**config.mk**
```make
export PLATFORM = sky130hd
export DESIGN_NAME = fwd_stall_unit
export DESIGN_NICKNAME = d
export VERILOG_FILES = /design/src/rtl/hzd_pkg.sv /design/src/rtl/hzd_operand_fwd.sv /design/src/rtl/hzd_loaduse_fsm.sv /design/src/rtl/hzd_bubble_mux.sv /design/src/rtl/fwd_stall_unit.sv
export SDC_FILE = /design/constraint.sdc
export NUM_CORES = 1
export LEC_CHECK = 0
export ABC_AREA = 1
export CAP_MARGIN = 20
export CORE_MARGIN = 5
export CORE_UTILIZATION = 45
export CTS_CLUSTER_DIAMETER = 40
export DETAILED_ROUTE_END_ITERATION = 7
export DONT_BUFFER_PORTS = 1
export MAX_ROUTING_LAYER = met4
export SLEW_MARGIN = 40
export SYNTH_ARGS = -nofsm -noshare
export SYNTH_HDL_FRONTEND = slang
export SYNTH_SLANG_ARGS = --single-unit
```
**constraint.sdc**
```tcl
create_clock -name clk -period 1.58 [get_ports clk]
set_clock_uncertainty 0.05 [all_clocks]
set_input_delay 0.316 -clock clk [delete_from_list [all_inputs] [get_ports clk]]
set_output_delay 0.316 -clock clk [all_outputs]
set_load 0.02 [all_outputs]
```
**src/rtl/hzd_pkg.sv**
```systemverilog
package hzd_pkg;
    localparam int INSTR_W  = 32;
    localparam int REG_BITS = 3;
    localparam int SRC_A_LSB = 25;
    localparam int SRC_B_LSB = 22;
    localparam int NUM_OPS  = 2;

    typedef enum logic [1:0] {
        SEL_RF = 2'b00,
        SEL_WB = 2'b01,
        SEL_EX = 2'b10
    } fwd_sel_e;

    typedef enum logic {
        ST_RUN    = 1'b0,
        ST_BUBBLE = 1'b1
    } stall_state_e;
endpackage

```
**src/rtl/hzd_operand_fwd.sv**
```systemverilog
module hzd_operand_fwd
    import hzd_pkg::*;
#(
    parameter int RB = REG_BITS
) (
    input  logic          clk,
    input  logic          rst_n,
    input  logic [RB-1:0] src_i,
    input  logic [RB-1:0] exmem_dst_i,
    input  logic          exmem_we_i,
    input  logic [RB-1:0] memwb_dst_i,
    input  logic          memwb_we_i,
    output fwd_sel_e      sel_o
);
    logic src_live;
    logic ex_hit;
    logic wb_hit;

    always_comb begin
        src_live = (src_i != '0);
        ex_hit   = src_live && exmem_we_i && (exmem_dst_i == src_i);
        wb_hit   = src_live && memwb_we_i && (memwb_dst_i == src_i);
        if (ex_hit)      sel_o = SEL_EX;
        else if (wb_hit) sel_o = SEL_WB;
        else             sel_o = SEL_RF;
    end

    assert_sel_legal_R2: assert property (@(posedge clk) disable iff (!rst_n)
        sel_o != 2'b11);

    assert_zero_src_R6: assert property (@(posedge clk) disable iff (!rst_n)
        (src_i == '0) |-> (sel_o == SEL_RF));

    assert_ex_priority_R4: assert property (@(posedge clk) disable iff (!rst_n)
        (exmem_we_i && memwb_we_i && src_i != '0 &&
         exmem_dst_i == src_i && memwb_dst_i == src_i) |-> (sel_o == SEL_EX));

    assert_we_gate_R5: assert property (@(posedge clk) disable iff (!rst_n)
        (!exmem_we_i && !memwb_we_i) |-> (sel_o == SEL_RF));
endmodule

```
**src/rtl/hzd_loaduse_fsm.sv**
```systemverilog
module hzd_loaduse_fsm
    import hzd_pkg::*;
#(
    parameter int RB = REG_BITS
) (
    input  logic          clk,
    input  logic          rst_n,
    input  logic          ld_i,
    input  logic [RB-1:0] ld_dst_i,
    input  logic [RB-1:0] use_a_i,
    input  logic [RB-1:0] use_b_i,
    output logic          stall_o
);
    stall_state_e state_q;
    stall_state_e state_d;
    logic         hazard;

    always_comb begin
        hazard = ld_i && (ld_dst_i != '0) &&
                 ((ld_dst_i == use_a_i) || (ld_dst_i == use_b_i));
    end

    always_ff @(posedge clk or negedge rst_n) begin
        if (!rst_n) state_q <= ST_RUN;
        else        state_q <= state_d;
    end

    always_comb begin
        state_d = state_q;
        unique case (state_q)
            ST_RUN:    if (hazard) state_d = ST_BUBBLE;
            ST_BUBBLE: state_d = ST_RUN;
            default:   state_d = ST_RUN;
        endcase
    end

    always_comb begin
        stall_o = 1'b0;
        unique case (state_q)
            ST_RUN:    stall_o = hazard;
            ST_BUBBLE: stall_o = 1'b0;
            default:   stall_o = 1'b0;
        endcase
    end

    assert_single_stall_R8: assert property (@(posedge clk) disable iff (!rst_n)
        stall_o |=> !stall_o);

    assert_no_load_no_stall_R10: assert property (@(posedge clk) disable iff (!rst_n)
        !ld_i |-> !stall_o);

    assert_zero_dst_R6: assert property (@(posedge clk) disable iff (!rst_n)
        (ld_dst_i == '0) |-> !stall_o);
endmodule

```
**src/rtl/hzd_bubble_mux.sv**
```systemverilog
module hzd_bubble_mux
    import hzd_pkg::*;
#(
    parameter int IW = INSTR_W
) (
    input  logic          bubble_i,
    input  logic [IW-1:0] instr_i,
    input  logic          we_i,
    input  logic          mrd_i,
    input  logic          mwr_i,
    output logic [IW-1:0] instr_o,
    output logic          we_o,
    output logic          mrd_o,
    output logic          mwr_o
);
    always_comb begin
        if (bubble_i) begin
            instr_o = '0;
            we_o    = 1'b0;
            mrd_o   = 1'b0;
            mwr_o   = 1'b0;
        end else begin
            instr_o = instr_i;
            we_o    = we_i;
            mrd_o   = mrd_i;
            mwr_o   = mwr_i;
        end
    end
endmodule

```
**src/rtl/fwd_stall_unit.sv**
```systemverilog
module fwd_stall_unit
    import hzd_pkg::*;
#(
    parameter int IW = INSTR_W,
    parameter int RB = REG_BITS
) (
    input  logic          clk,
    input  logic          rst_n,
    input  logic [IW-1:0] ex_instr,
    input  logic [IW-1:0] ifid_instr,
    input  logic          id_wr_en,
    input  logic          id_mem_rd,
    input  logic          id_mem_wr,
    input  logic [RB-1:0] idex_dst,
    input  logic          idex_mem_rd,
    input  logic [RB-1:0] exmem_dst,
    input  logic          exmem_wr_en,
    input  logic [RB-1:0] memwb_dst,
    input  logic          memwb_wr_en,
    output logic [1:0]    fwd_a_sel,
    output logic [1:0]    fwd_b_sel,
    output logic          pc_hold,
    output logic          ifid_hold,
    output logic          nop_insert,
    output logic [IW-1:0] idex_instr_next,
    output logic          idex_wr_en_next,
    output logic          idex_mem_rd_next,
    output logic          idex_mem_wr_next
);
    localparam int A_LSB = SRC_A_LSB;
    localparam int B_LSB = SRC_B_LSB;

    logic [RB-1:0] ex_src [NUM_OPS];
    logic [RB-1:0] id_src [NUM_OPS];
    fwd_sel_e      op_sel [NUM_OPS];
    logic          stall;

    always_comb begin
        ex_src[0] = ex_instr[A_LSB +: RB];
        ex_src[1] = ex_instr[B_LSB +: RB];
        id_src[0] = ifid_instr[A_LSB +: RB];
        id_src[1] = ifid_instr[B_LSB +: RB];
    end

    for (genvar g = 0; g < NUM_OPS; g++) begin : g_op
        hzd_operand_fwd #(.RB(RB)) u_fwd (
            .clk         (clk),
            .rst_n       (rst_n),
            .src_i       (ex_src[g]),
            .exmem_dst_i (exmem_dst),
            .exmem_we_i  (exmem_wr_en),
            .memwb_dst_i (memwb_dst),
            .memwb_we_i  (memwb_wr_en),
            .sel_o       (op_sel[g])
        );
    end

    assign fwd_a_sel = op_sel[0];
    assign fwd_b_sel = op_sel[1];

    hzd_loaduse_fsm #(.RB(RB)) u_fsm (
        .clk      (clk),
        .rst_n    (rst_n),
        .ld_i     (idex_mem_rd),
        .ld_dst_i (idex_dst),
        .use_a_i  (id_src[0]),
        .use_b_i  (id_src[1]),
        .stall_o  (stall)
    );

    assign pc_hold    = stall;
    assign ifid_hold  = stall;
    assign nop_insert = stall;

    hzd_bubble_mux #(.IW(IW)) u_bub (
        .bubble_i (stall),
        .instr_i  (ifid_instr),
        .we_i     (id_wr_en),
        .mrd_i    (id_mem_rd),
        .mwr_i    (id_mem_wr),
        .instr_o  (idex_instr_next),
        .we_o     (idex_wr_en_next),
        .mrd_o    (idex_mem_rd_next),
        .mwr_o    (idex_mem_wr_next)
    );

    assert_bubble_clears_R9: assert property (@(posedge clk) disable iff (!rst_n)
        nop_insert |-> (idex_instr_next == '0 && !idex_wr_en_next &&
                        !idex_mem_rd_next && !idex_mem_wr_next));

    assert_pass_through_R9: assert property (@(posedge clk) disable iff (!rst_n)
        !nop_insert |-> (idex_instr_next == ifid_instr));

    assert_hold_with_nop_R7: assert property (@(posedge clk) disable iff (!rst_n)
        pc_hold |-> (idex_instr_next == '0));
endmodule

```
# After elaboration in Yosys (flattened, before gate mapping)

Index checks and enable logic that the tools add are counted.

Register bits after elaboration: 1
Input bits: 81
Word-level logic and storage cells: 33

Equal/unequal tests: 6
Muxes and demuxes: 11
Bitwise operators: 1
Reductions and logical operators: 14

Operator list:

| cell                                  | count |
|---|---|
| 32-bit two-way mux                    | 1 |
| 3-bit == test                         | 6 |
| 1-bit logical AND                     | 10 |
| 3-bit nonzero test                    | 3 |
| 1-bit two-way mux                     | 6 |
| 2-bit two-way mux                     | 2 |
| 1-bit one-hot mux with 2 select lines | 2 |
| 1-bit logical OR                      | 1 |
| 1-bit inverter                        | 1 |

# Logic depth before layout (Yosys ltp)

Word-level depth: 5
Mapped depth: 8

# Hierarchy

Synthesis repeated with hierarchy kept, for this count alone.

Cells, all modules: 174
Area total of the unflattened synthesis: 779.5 um2

By module, submodules not included:

| module          | instances | cells each | area each (um2) |
|---|---|---|---|
| hzd_bubble_mux  | 1         | 74         | 312.8 |
| hzd_operand_fwd | 2         | 34         | 145.1 |
| hzd_loaduse_fsm | 1         | 30         | 161.4 |
| fwd_stall_unit  | 1         | 2          | 15.0 |

# Worst setup path before layout

Ideal clock, no wire load.

Kind: input-to-output
Start point: input idex_dst[2]
End point: output idex_instr_next[10]
Arrival time: 1.160 ns
Required time: 1.214 ns
Path slack: 0.054 ns
Stages: 4
Cells stage by stage: nor3_2 > nor3_4 > buf_4 > a21oi_1

Longest elaborated chain between the ends: 5
Elaborated cells on any way between the ends: 8
Classes of those cells: eq/ne (2); mux (2); reduce/logical (4)

Ends and longest elaborated chain:

| element                                                      | RTL line                                     | RTL |
|---|---|---|
| start, declared                                              | fwd_stall_unit.sv:14                         | `input logic [RB-1:0] idex_dst,` |
| 3-bit == test / 3-bit nonzero test (equally long branches)   | hzd_loaduse_fsm.sv:20, hzd_loaduse_fsm.sv:19 |  |
| 1-bit logical OR / 1-bit logical AND (equally long branches) | hzd_loaduse_fsm.sv:20, hzd_loaduse_fsm.sv:19 |  |
| 1-bit logical AND *                                          | hzd_loaduse_fsm.sv:19                        | `hazard = ld_i && (ld_dst_i != '0) &&` |
| 1-bit one-hot mux with 2 select lines *                      | hzd_loaduse_fsm.sv:39                        | `unique case (state_q)` |
| 32-bit two-way mux *                                         | hzd_bubble_mux.sv:17                         | `if (bubble_i) begin` |
| end, declared                                                | fwd_stall_unit.sv:25                         | `output logic [IW-1:0] idex_instr_next,` |

Every way passes the cells marked *; elsewhere a longest branch is shown, timed or not.

# Worst setup path after layout

Start point: input ifid_instr[25]
End point: output idex_instr_next[9]

Longest elaborated chain between the ends: 5

Ends and longest elaborated chain:

| element                               | RTL line              | RTL |
|---|---|---|
| start, declared                       | fwd_stall_unit.sv:10  | `input logic [IW-1:0] ifid_instr,` |
| 3-bit == test                         | hzd_loaduse_fsm.sv:20 | `((ld_dst_i == use_a_i) \|\| (ld_dst_i == use_b_i));` |
| 1-bit logical OR                      | hzd_loaduse_fsm.sv:20 |  |
| 1-bit logical AND                     | hzd_loaduse_fsm.sv:19 |  |
| 1-bit one-hot mux with 2 select lines | hzd_loaduse_fsm.sv:39 |  |
| 32-bit two-way mux                    | hzd_bubble_mux.sv:17  |  |

Every way passes these cells.

==> reports/metrics.yaml <==
synthFlopType: "dfrtp_1"
synthDistinctLibCells: 23
path_clk_slew_ns: 0
yosys.area.top_type: "inv_1"
use_met3_pct: 2.56
regMostFlops: "u_fsm.state_q"
synth_most_common_cell: "inv_1"
netlist_area_um2: 812
drv_cap: 0
synthMuxAreaShare_pct: 0
area_growth_pct: 37.9
drv_slew: 0
antenna_found_initial: 0
path_common_cell: "nand2_1"
vias_per_cell: 4.75
drc_errors: 0
io_buffers: 0
dp_hpwl_mm: 2.11
gp_congestion: 0.750
die_h_um: 52.5
synth-seq-cells: 1
synth_fa_ha_area_share_pct: 0
design.die.area_um2: 2750
cp.required_ns: 1.21
crit_path_cell_trace: "inv_1 > nand2_1 > nand2_1 > nor2_1 > nand2_1 > nand2_4 > buf_8 > a21oi_1 > buf_4"
async_flop_share_pct: 100
track_usage_pct: 16.0
slew_headroom_pct: 81.1
crit_path_max_incr_delay_ns: 0.16
cp_slowest_cell: "buf_8"
synth-warning-count: 0
yosys.area_share.xor_xnor_pct: 7.55
syn_inst: 149
antenna_left: 0
rsz0062_at_grt: "true"
min_period_ns: 1.52
clock_latency_ns: 0
synth_edf_count: 0
run_status: "finished, final reports clean"
drt_wl_total_mm: 2.43
die_w_um: 52.5
avgSynthCellArea_um2: 5.45
netlist_top_cells_area: "inv_1 (21%), a21oi_1 (16%), a21oi_2 (11%)"
synth_common_cells: "inv_1 (46), a21oi_1 (26), nand2_1 (23), a21oi_2 (10), nor2_1 (10)"
grt-ovfl-total: 0
wl_per_cell_um: 12.1
largest_register_ffs: 1
tightest_slew_ns: 0.283
critPathLaunchType: "primary input"
critPathArrivalTime_ns: 1.16
syn-num-nets: 230
peakVddDrop_uv: 353
vias: 954
ioPinCount: 123
synth-simple-area-share_pct: 27.0
path_delay_family: "buffers and inverters"
reg.largest.list: "u_fsm.state_q x1"
crit_buf_inv: 3
setup_ws_ns: 0.0568
busiest_layer: "met2"
antenna_cells: 0
crit_type: "primary input to output port"
endpoint_kind: "output port"
hold_class: "primary input to async pin"
hold_viol_final: 0
synth.top_cell.area_share_pct: 21.3
place_ws_ns: -0.0344
grt_max_degree: 21
grt_pass1_vias: 919
met2_usage_pct: 29.3
initial_core_util_pct: 47.0
crit_path_max_fanout: 13
synth_top_family_by_area: "buffers and inverters"
p_leak_uw: 0.000660
drive_gt1_share_pct: 33.5
setup_viol: 0
nFillCells: 154
use_met1_pct: 17.7
synth_compound_area_share_pct: 29.6
period_share_pct: 96.4
coreArea_um2: 1730
post-route-util_pct: 64.9
ys_seq_area_share_pct: 3.08
drtPass1Iterations: 4
rows: 15
nNetsFinal: 259
drt-initial-drc-count: 7
p_per_area_nw_per_um2: 442
max_freq_ghz: 0.657
grt_pass1_wl_mm: 3.51
==> worst paths after layout <==
path,cells past startpoint,startpoint,slack [ns],endpoint
worst max-delay path,9,ifid_instr[25],0.06,idex_instr_next[9]
worst min-delay path,1,rst_n,0.48,u_fsm.state_q
worst max register to register,3,u_fsm.state_q,0.44,u_fsm.state_q
worst min register to register,3,u_fsm.state_q,0.79,u_fsm.state_q
max in group asynchronous,1,rst_n,0.89,u_fsm.state_q
min in group clk,2,ifid_instr[6],0.69,idex_instr_next[6]
==> per-layer routing <==
layer | up-vias | routed length, um
met5 | - | 0
met4 | 0 | 0
met3 | 0 | 260
met2 | 56 | 1220
met1 | 400 | 952
li1 | 498 | -
==> repair_timing <==
item,CTS,global route
setup endpoints to repair,8,17
gates resized for setup,2,10
hold endpoints to repair,1,0
pin swaps,0,1
hold buffers,1,0
buffers inserted,0,2
==> layout make-up <==
type / instances / area [um2] / area share (%)
Tap cell: 25 / 31.3 / 2.79
Sequential cell: 1 / 25.0 / 2.23
Timing Repair Buffer: 37 / 333 / 29.7
Inverter: 46 / 173 / 15.4
Multi-Input combinational cell: 92 / 558 / 49.8
==> worst reg2reg max path, stage by stage, from the launching register on <==
cell and delay, ns:
dfrtp_1 0.38, nor3_4 0.27, and2_2 0.21, buf_12 0.15
==> power by group <==
group          internal (uW)  switching (uW)
clock network              0               0
logic                    191             274
registers               27.8            1.43
==> logic make-up (layout without fill, tap and decap cells) <==
logic type / after synthesis / in the layout
compound gates: 40 / 40
buf+inv: 56 / 83
xor+xnor: 7 / 7
flops: 1 / 1
simple gates: 45 / 45
==> stage by stage <==
| stage | cells | setup TNS (ns) | instance area [um2] | hold WS [ns] | total power (uW) |
|---|---|---|---|---|---|
| 2_1_floorplan | 149 | 0 | 812 | -0.0296 | 350 |
| 3_3_place_gp | 198 | 0 | 1040 | -0.0295 | 451 |
| 3_5_place_dp | 198 | -0.0570 | 1040 | -0.0295 | 463 |
| 4_1_cts | 199 | 0 | 1060 | 0.484 | 470 |
| 5_1_grt | 201 | -0.0739 | 1120 | 0.491 | 531 |
| 6_report | 201 | 0 | 1120 | 0.484 | 495 |
==> layout by cell type, fill, tap and decap left out, types with 3 or more instances in the layout <==
master    n
a21oi_2  15
o21ai_0   3
nor2_1   10
xnor2_1   4
a21oi_1  20
buf_4    30
inv_1    46
buf_12    3
nand2_1  23
Note: power is estimated with default switching activity, not from simulation.
